## config.mk

```make
export PLATFORM = sky130hd
export DESIGN_NAME = mdio_mgmt_slave
export DESIGN_NICKNAME = d
export VERILOG_FILES = /design/src/rtl/mdio_slv_pkg.sv /design/src/rtl/mdio_sync.sv /design/src/rtl/mdio_idle_det.sv /design/src/rtl/mdio_burst_map.sv /design/src/rtl/mdio_mgmt_slave.sv
export SDC_FILE = /design/constraint.sdc
export NUM_CORES = 1
export LEC_CHECK = 0
export ABC_CLOCK_PERIOD_IN_PS = 4800
export BUFFER_PORTS_ARGS = -buffer_cell sky130_fd_sc_hd__buf_2
export CORE_MARGIN = 3
export CORE_UTILIZATION = 45
export CTS_BUF_LIST = sky130_fd_sc_hd__clkbuf_16
export CTS_CLUSTER_DIAMETER = 200
export DETAILED_ROUTE_END_ITERATION = 6
export SYNTH_ARGS = -nofsm -noshare
export SYNTH_HDL_FRONTEND = slang
export SYNTH_HIERARCHICAL = 1
export SYNTH_SLANG_ARGS = --single-unit
```

## constraint.sdc

```tcl
create_clock -name clk -period 4.8 [get_ports clk]
set_input_delay 0.48 -clock clk [delete_from_list [all_inputs] [get_ports clk]]
set_output_delay 0.48 -clock clk [all_outputs]
set_load 0.1 [all_outputs]
```

## src/rtl/mdio_slv_pkg.sv

```systemverilog
package mdio_slv_pkg;

    typedef enum logic [3:0] {
        S_IDLE,
        S_START,
        S_OP,
        S_PHY,
        S_REG,
        S_TA,
        S_RDATA,
        S_WDATA,
        S_COMMIT
    } mdio_state_e;

    localparam logic [1:0] OP_READ  = 2'b10;
    localparam logic [1:0] OP_WRITE = 2'b01;

endpackage

```

## src/rtl/mdio_sync.sv

```systemverilog
module mdio_sync #(
    parameter int STAGES = 2
) (
    input  logic clk,
    input  logic rst_n,
    input  logic mdc_i,
    input  logic mdio_i,
    output logic mdc_rise,
    output logic sdi
);
    logic [STAGES-1:0] mdc_q;
    logic [STAGES-1:0] dio_q;
    logic              mdc_d;

    always_ff @(posedge clk or negedge rst_n) begin
        if (!rst_n) begin
            mdc_q <= '0;
            dio_q <= '1;
            mdc_d <= 1'b0;
        end else begin
            mdc_q <= {mdc_q[STAGES-2:0], mdc_i};
            dio_q <= {dio_q[STAGES-2:0], mdio_i};
            mdc_d <= mdc_q[STAGES-1];
        end
    end

    assign mdc_rise = mdc_q[STAGES-1] & ~mdc_d;
    assign sdi      = dio_q[STAGES-1];

endmodule

```

## src/rtl/mdio_idle_det.sv

```systemverilog
module mdio_idle_det #(
    parameter int PRE_LEN = 32
) (
    input  logic clk,
    input  logic rst_n,
    input  logic rise,
    input  logic sdi,
    input  logic clr,
    output logic idle_ok
);
    localparam int CW = $clog2(PRE_LEN + 1);
    localparam logic [CW-1:0] FULL = CW'(PRE_LEN);

    logic [CW-1:0] ones;

    always_ff @(posedge clk or negedge rst_n) begin
        if (!rst_n) begin
            ones <= '0;
        end else if (clr) begin
            ones <= '0;
        end else if (rise) begin
            if (!sdi)
                ones <= '0;
            else if (ones != FULL)
                ones <= ones + 1'b1;
        end
    end

    assign idle_ok = (ones == FULL);

endmodule

```

## src/rtl/mdio_burst_map.sv

```systemverilog
module mdio_burst_map #(
    parameter int AW        = 5,
    parameter int IW        = 4,
    parameter int LOW_CNT   = 6,
    parameter int HIGH_BASE = 16
) (
    input  logic [IW-1:0] idx,
    output logic [AW-1:0] addr
);
    localparam logic [IW-1:0] LOW_I = IW'(LOW_CNT);

    always_comb begin
        if (idx < LOW_I)
            addr = AW'(idx);
        else
            addr = AW'(int'(idx) - LOW_CNT + HIGH_BASE);
    end

endmodule

```

## src/rtl/mdio_mgmt_slave.sv

```systemverilog
module mdio_mgmt_slave
    import mdio_slv_pkg::*;
#(
    parameter int SYNC_STAGES = 2,
    parameter int PRE_LEN     = 32,
    parameter int AW          = 5,
    parameter int DW          = 16,
    parameter int LOW_CNT     = 6,
    parameter int HIGH_BASE   = 16,
    parameter int HIGH_CNT    = 5
) (
    input  logic          clk,
    input  logic          rst_n,
    input  logic          mdc_i,
    input  logic          mdio_i,
    output logic          mdio_o,
    output logic          mdio_oe,
    input  logic [AW-1:0] phy_strap,
    input  logic          burst_en,
    output logic          rf_rd,
    output logic          rf_wr,
    output logic [AW-1:0] rf_addr,
    output logic [DW-1:0] rf_wdata,
    input  logic [DW-1:0] rf_rdata
);
    localparam int NWORDS = LOW_CNT + HIGH_CNT;
    localparam int IW     = $clog2(NWORDS + 1);
    localparam int BW     = $clog2(DW);
    localparam logic [AW-1:0] BURST_ADDR = '1;
    localparam logic [BW-1:0] FLD_LAST   = BW'(AW - 1);
    localparam logic [BW-1:0] DAT_LAST   = BW'(DW - 1);
    localparam logic [IW-1:0] WORD_LAST  = IW'(NWORDS - 1);

    mdio_state_e   state, nxt;
    logic          mdc_rise, sdi, idle_ok, idle_clr;
    logic [BW-1:0] bcnt;
    logic [1:0]    op_q;
    logic [AW-1:0] phy_q, reg_q, map_addr;
    logic          rd_q, burst_q, skip_q;
    logic [IW-1:0] widx, aidx;
    logic [DW-1:0] shreg, rd_word;
    logic [DW-1:0] wbuf [NWORDS];
    logic          last_word, last_commit;
    logic [1:0]    op_now;
    logic [AW-1:0] reg_now;

    mdio_sync #(.STAGES(SYNC_STAGES)) u_sync (
        .clk(clk), .rst_n(rst_n), .mdc_i(mdc_i), .mdio_i(mdio_i),
        .mdc_rise(mdc_rise), .sdi(sdi)
    );

    mdio_idle_det #(.PRE_LEN(PRE_LEN)) u_idle (
        .clk(clk), .rst_n(rst_n), .rise(mdc_rise), .sdi(sdi),
        .clr(idle_clr), .idle_ok(idle_ok)
    );

    mdio_burst_map #(.AW(AW), .IW(IW), .LOW_CNT(LOW_CNT), .HIGH_BASE(HIGH_BASE)) u_map (
        .idx(aidx), .addr(map_addr)
    );

    assign op_now      = {op_q[0], sdi};
    assign reg_now     = {reg_q[AW-2:0], sdi};
    assign last_word   = !burst_q || (widx == WORD_LAST);
    assign last_commit = !burst_q || (aidx == WORD_LAST);
    assign rd_word     = skip_q ? '0 : rf_rdata;

    // next-state selection
    always_comb begin
        nxt = state;
        unique case (state)
            S_IDLE:   if (mdc_rise && !sdi && idle_ok) nxt = S_START;
            S_START:  if (mdc_rise) nxt = sdi ? S_OP : S_IDLE;
            S_OP:     if (mdc_rise && bcnt == BW'(1))
                          nxt = (op_now == OP_READ || op_now == OP_WRITE) ? S_PHY : S_IDLE;
            S_PHY:    if (mdc_rise && bcnt == FLD_LAST) nxt = S_REG;
            S_REG:    if (mdc_rise && bcnt == FLD_LAST)
                          nxt = (phy_q == phy_strap) ? S_TA : S_IDLE;
            S_TA:     if (mdc_rise && bcnt == BW'(1)) nxt = rd_q ? S_RDATA : S_WDATA;
            S_RDATA:  if (mdc_rise && bcnt == DAT_LAST && last_word) nxt = S_IDLE;
            S_WDATA:  if (mdc_rise && bcnt == DAT_LAST && last_word)
                          nxt = skip_q ? S_IDLE : S_COMMIT;
            S_COMMIT: if (last_commit) nxt = S_IDLE;
            default:  nxt = S_IDLE;
        endcase
    end

    assign idle_clr = (state != S_IDLE) && (nxt == S_IDLE);

    // state register
    always_ff @(posedge clk or negedge rst_n) begin
        if (!rst_n) state <= S_IDLE;
        else        state <= nxt;
    end

    // outputs and datapath
    always_ff @(posedge clk or negedge rst_n) begin
        if (!rst_n) begin
            bcnt    <= '0;
            op_q    <= '0;
            phy_q   <= '0;
            reg_q   <= '0;
            rd_q    <= 1'b0;
            burst_q <= 1'b0;
            skip_q  <= 1'b0;
            widx    <= '0;
            aidx    <= '0;
            shreg   <= '0;
            mdio_o  <= 1'b0;
            mdio_oe <= 1'b0;
        end else if (state == S_COMMIT) begin
            aidx <= aidx + 1'b1;
        end else if (mdc_rise) begin
            case (state)
                S_IDLE, S_START: bcnt <= '0;
                S_OP: begin
                    op_q <= op_now;
                    if (bcnt == BW'(1)) begin
                        bcnt <= '0;
                        rd_q <= (op_now == OP_READ);
                    end else begin
                        bcnt <= bcnt + 1'b1;
                    end
                end
                S_PHY: begin
                    phy_q <= {phy_q[AW-2:0], sdi};
                    bcnt  <= (bcnt == FLD_LAST) ? '0 : bcnt + 1'b1;
                end
                S_REG: begin
                    reg_q <= reg_now;
                    if (bcnt == FLD_LAST) begin
                        bcnt    <= '0;
                        burst_q <= burst_en && (reg_now == BURST_ADDR);
                        skip_q  <= !burst_en && (reg_now == BURST_ADDR);
                        widx    <= '0;
                        aidx    <= '0;
                    end else begin
                        bcnt <= bcnt + 1'b1;
                    end
                end
                S_TA: begin
                    if (bcnt == '0) begin
                        bcnt <= BW'(1);
                        if (rd_q) begin
                            mdio_oe <= 1'b1;
                            mdio_o  <= 1'b0;
                        end
                    end else begin
                        bcnt <= '0;
                        if (rd_q) begin
                            shreg  <= rd_word;
                            mdio_o <= rd_word[DW-1];
                            aidx   <= aidx + 1'b1;
                        end
                    end
                end
                S_RDATA: begin
                    if (bcnt == DAT_LAST) begin
                        bcnt <= '0;
                        if (last_word) begin
                            mdio_oe <= 1'b0;
                            mdio_o  <= 1'b0;
                        end else begin
                            widx   <= widx + 1'b1;
                            shreg  <= rd_word;
                            mdio_o <= rd_word[DW-1];
                            aidx   <= aidx + 1'b1;
                        end
                    end else begin
                        bcnt   <= bcnt + 1'b1;
                        shreg  <= {shreg[DW-2:0], 1'b0};
                        mdio_o <= shreg[DW-2];
                    end
                end
                S_WDATA: begin
                    shreg <= {shreg[DW-2:0], sdi};
                    if (bcnt == DAT_LAST) begin
                        bcnt <= '0;
                        if (last_word) aidx <= '0;
                        else           widx <= widx + 1'b1;
                    end else begin
                        bcnt <= bcnt + 1'b1;
                    end
                end
                default: ;
            endcase
        end
    end

    // staging buffer for write words
    always_ff @(posedge clk) begin
        if (mdc_rise && state == S_WDATA && bcnt == DAT_LAST)
            wbuf[widx] <= {shreg[DW-2:0], sdi};
    end

    assign rf_rd = mdc_rise && rd_q && !skip_q &&
                   ((state == S_TA && bcnt == BW'(1)) ||
                    (state == S_RDATA && bcnt == DAT_LAST && !last_word));
    assign rf_wr    = (state == S_COMMIT);
    assign rf_addr  = burst_q ? map_addr : reg_q;
    assign rf_wdata = (aidx < IW'(NWORDS)) ? wbuf[aidx] : '0;

endmodule

```

==> flow_summary.ini <==
[grt]
grt_usage_pct = 18.8
first_global_vias = 6154
antenna_found_initial = 1
grt_pass1_wl_um = 35800
grt_max_degree = 55
overflow = 0

[floorplanning]
die_x_um = 158
die_h_um = 158
ioPinCount = 51
start_util_pct = 45.9
core_um2 = 22700
fp-row-count = 55
dieArea_um2 = 25000

[flow_run]
maxCapViolations = 0

[logic_synthesis]
yosys_warnings = 6
ys_ff_latch = 234
async_flop_share_pct = 24.8
synthFlopType = edfxtp_1
synth_cell_type_count = 83
syn_avg_cell_area_um2 = 14.9
synth-edff-count = 176
post-synth-top-area-fraction_pct = 50.7
synth_top_area_cell = edfxtp_1
syn_nets = 736
syn_inst = 697
ys_seq_area_share_pct = 64.7
syn_area_um2 = 10400
synth_area_leaders = edfxtp_1, dfrtp_1, mux4_2

[drt]
wl_per_cell_um = 22.0
dr.pass1.iters = 5
drtIter0Drc = 366
vias = 6112
drtAntennaViolNets = 0
vias_per_cell = 5.83
wirelength_um = 23100
remaining_drc_errors = 0

[sta]
finalSetupTns_ps = 0
finalMaxSlewViolations = 0
clock.fmax_ghz = 0.284
setup-violations-final = 0
worstMarginPinSlew_ps = 1240
slew-limit-headroom_pct = 17.0
fin_crit_sh_pct = 73.3
rsz0062_at_grt = false
finalClockSkew_ps = 8.84
hold_viol = 0
period_minus_slack_ps = 3520

[critical_path]
start_kind = flop
cp_cell_sequence = ha_1 > nor2b_1 > buf_4 > a21oi_1 > o22ai_1 > buf_2
cp.required_ps = 4320
cp_max_fo = 54
cp-end-kind = primary output
critical_path_class = reg -> out
worstPathArrival_ps = 3040
cp_slowest_cell = dfrtp_4
cpPeakStageDelay_ps = 840

[power_and_ir_drop]
p_per_area_nw_per_um2 = 402
max-vdd-ir-drop_mv = 0.364
p_leak_nw = 4.42

[finish]
nets = 784
antenna_cells = 0
utilization_pct = 51.7
final_cell_mix = edfxtp_1, dfrtp_1, buf_2, nand2_1
area_growth_pct = 12.7
mostFrequentLayoutCell = edfxtp_1
drive_above_1_share_pct = 24.5

[cts]
cts_hold_buffers = 1
cts_resized = 0
clk_latency_ps = 520
numCtsBuffers = 26
clk_pin_slew_ps = 60
htreeDepth = 1
cts_tree = done
cts_num_sinks = 234
cts_setup_buffers = 0
cts-root-buf = clkbuf_16
cts_buffer_depth = 3

[place]
post-dp-hpwl_um = 14300
numPortBuffers = 50
gp_congestion = 0.869

[outcome]
status = finished clean

[min_path]
hold_path.class = in -> reg
==> worst paths after layout <==
kind | start | end | slack [ps] | cells past startpoint
max | aidx[0] | rf_wdata[5] | 1280 | 6
min reg2reg | u_sync/mdc_q[0] | u_sync/mdc_q[1] | 370 | 0
max reg2reg | u_sync/dio_q[1] | u_idle/ones[5] | 1540 | 10
min in group asynchronous | rst_n | u_idle/ones[0] | 400 | 2
max in group asynchronous | rst_n | aidx[0] | 3450 | 3
min | mdio_i | u_sync/dio_q[0] | 60 | 1
==> cell families (layout without fill, tap and decap cells) <==
group	Yosys count	after routing	share of synthesized area, %
fa+ha+maj	13	13	1.56
xor+xnor	5	5	0.420
simple gates	169	169	10.0
flops	234	234	64.7
buf+inv	68	135	3.00
mux	82	82	12.1
compound gates	126	126	8.20
==> worst max-delay path: cells and delay by family, from the launching register on <==
family / cells / cell delay, ps
flops: 1 / 840
compound gates: 2 / 350
buf+inv: 2 / 770
fa+ha+maj: 1 / 420
simple gates: 1 / 110
==> where the power goes <==
group / switching (mW) / internal (mW)
Clock: 0.785 / 1.15
Sequential: 0.0906 / 2.19
Combinational: 0.321 / 0.181
==> cells in the mapped netlist, types with 13 or more instances <==
cell type	instances
mux2_2	32
dfrtp_1	56
nor2b_1	25
nor2_1	18
a21oi_1	23
edfxtp_1	176
ha_1	13
a22o_1	17
mux2i_1	18
nand2_1	41
o22ai_1	19
mux4_2	32
o21ai_0	25
clkbuf_1	15
inv_1	29
==> per-layer routing <==
layer  up-vias  wire (µm)  global-route usage [%]
met3        34       1220                    2.79
met1      3098       9960                    26.0
met4         2        434                    3.85
met2       187      11500                    32.0
met5         -          7                       0
li1       2791          -                       -
==> final cells by class <==
type / instances / area, µm²
fill: 1883 / 11000
sequential: 234 / 6740
multi-input combinational: 395 / 3370
clock buffer: 26 / 651
tap: 285 / 357
timing repair buffer: 59 / 320
clock inverter: 21 / 194
inverter: 29 / 109
==> registers in the layout, summed over array words and instances, names as in the netlist, 2 cells and up <==
| register | count |
|---|---|
| state | 4 |
| widx | 4 |
| bcnt | 4 |
| u_sync/mdc_q | 2 |
| wbuf | 176 |
| phy_q | 5 |
| shreg | 15 |
| aidx | 4 |
| u_idle/ones | 6 |
| reg_q | 5 |
| u_sync/dio_q | 2 |
==> metrics by stage <==
stage	hold slack (ps)	cells	total power [mW]	setup WS, ps	instance area [µm²]
after floorplan	184	697	2.72	64.8	10400
after global placement	339	1001	2.81	1660	10900
after detailed placement	340	1001	2.82	1540	10900
after CTS	42.1	1049	4.76	1210	11700
after global routing	47.0	1049	4.89	1100	11700
final	61.7	1049	4.72	1280	11700
No activity file was read; power rests on OpenSTA's default activity.
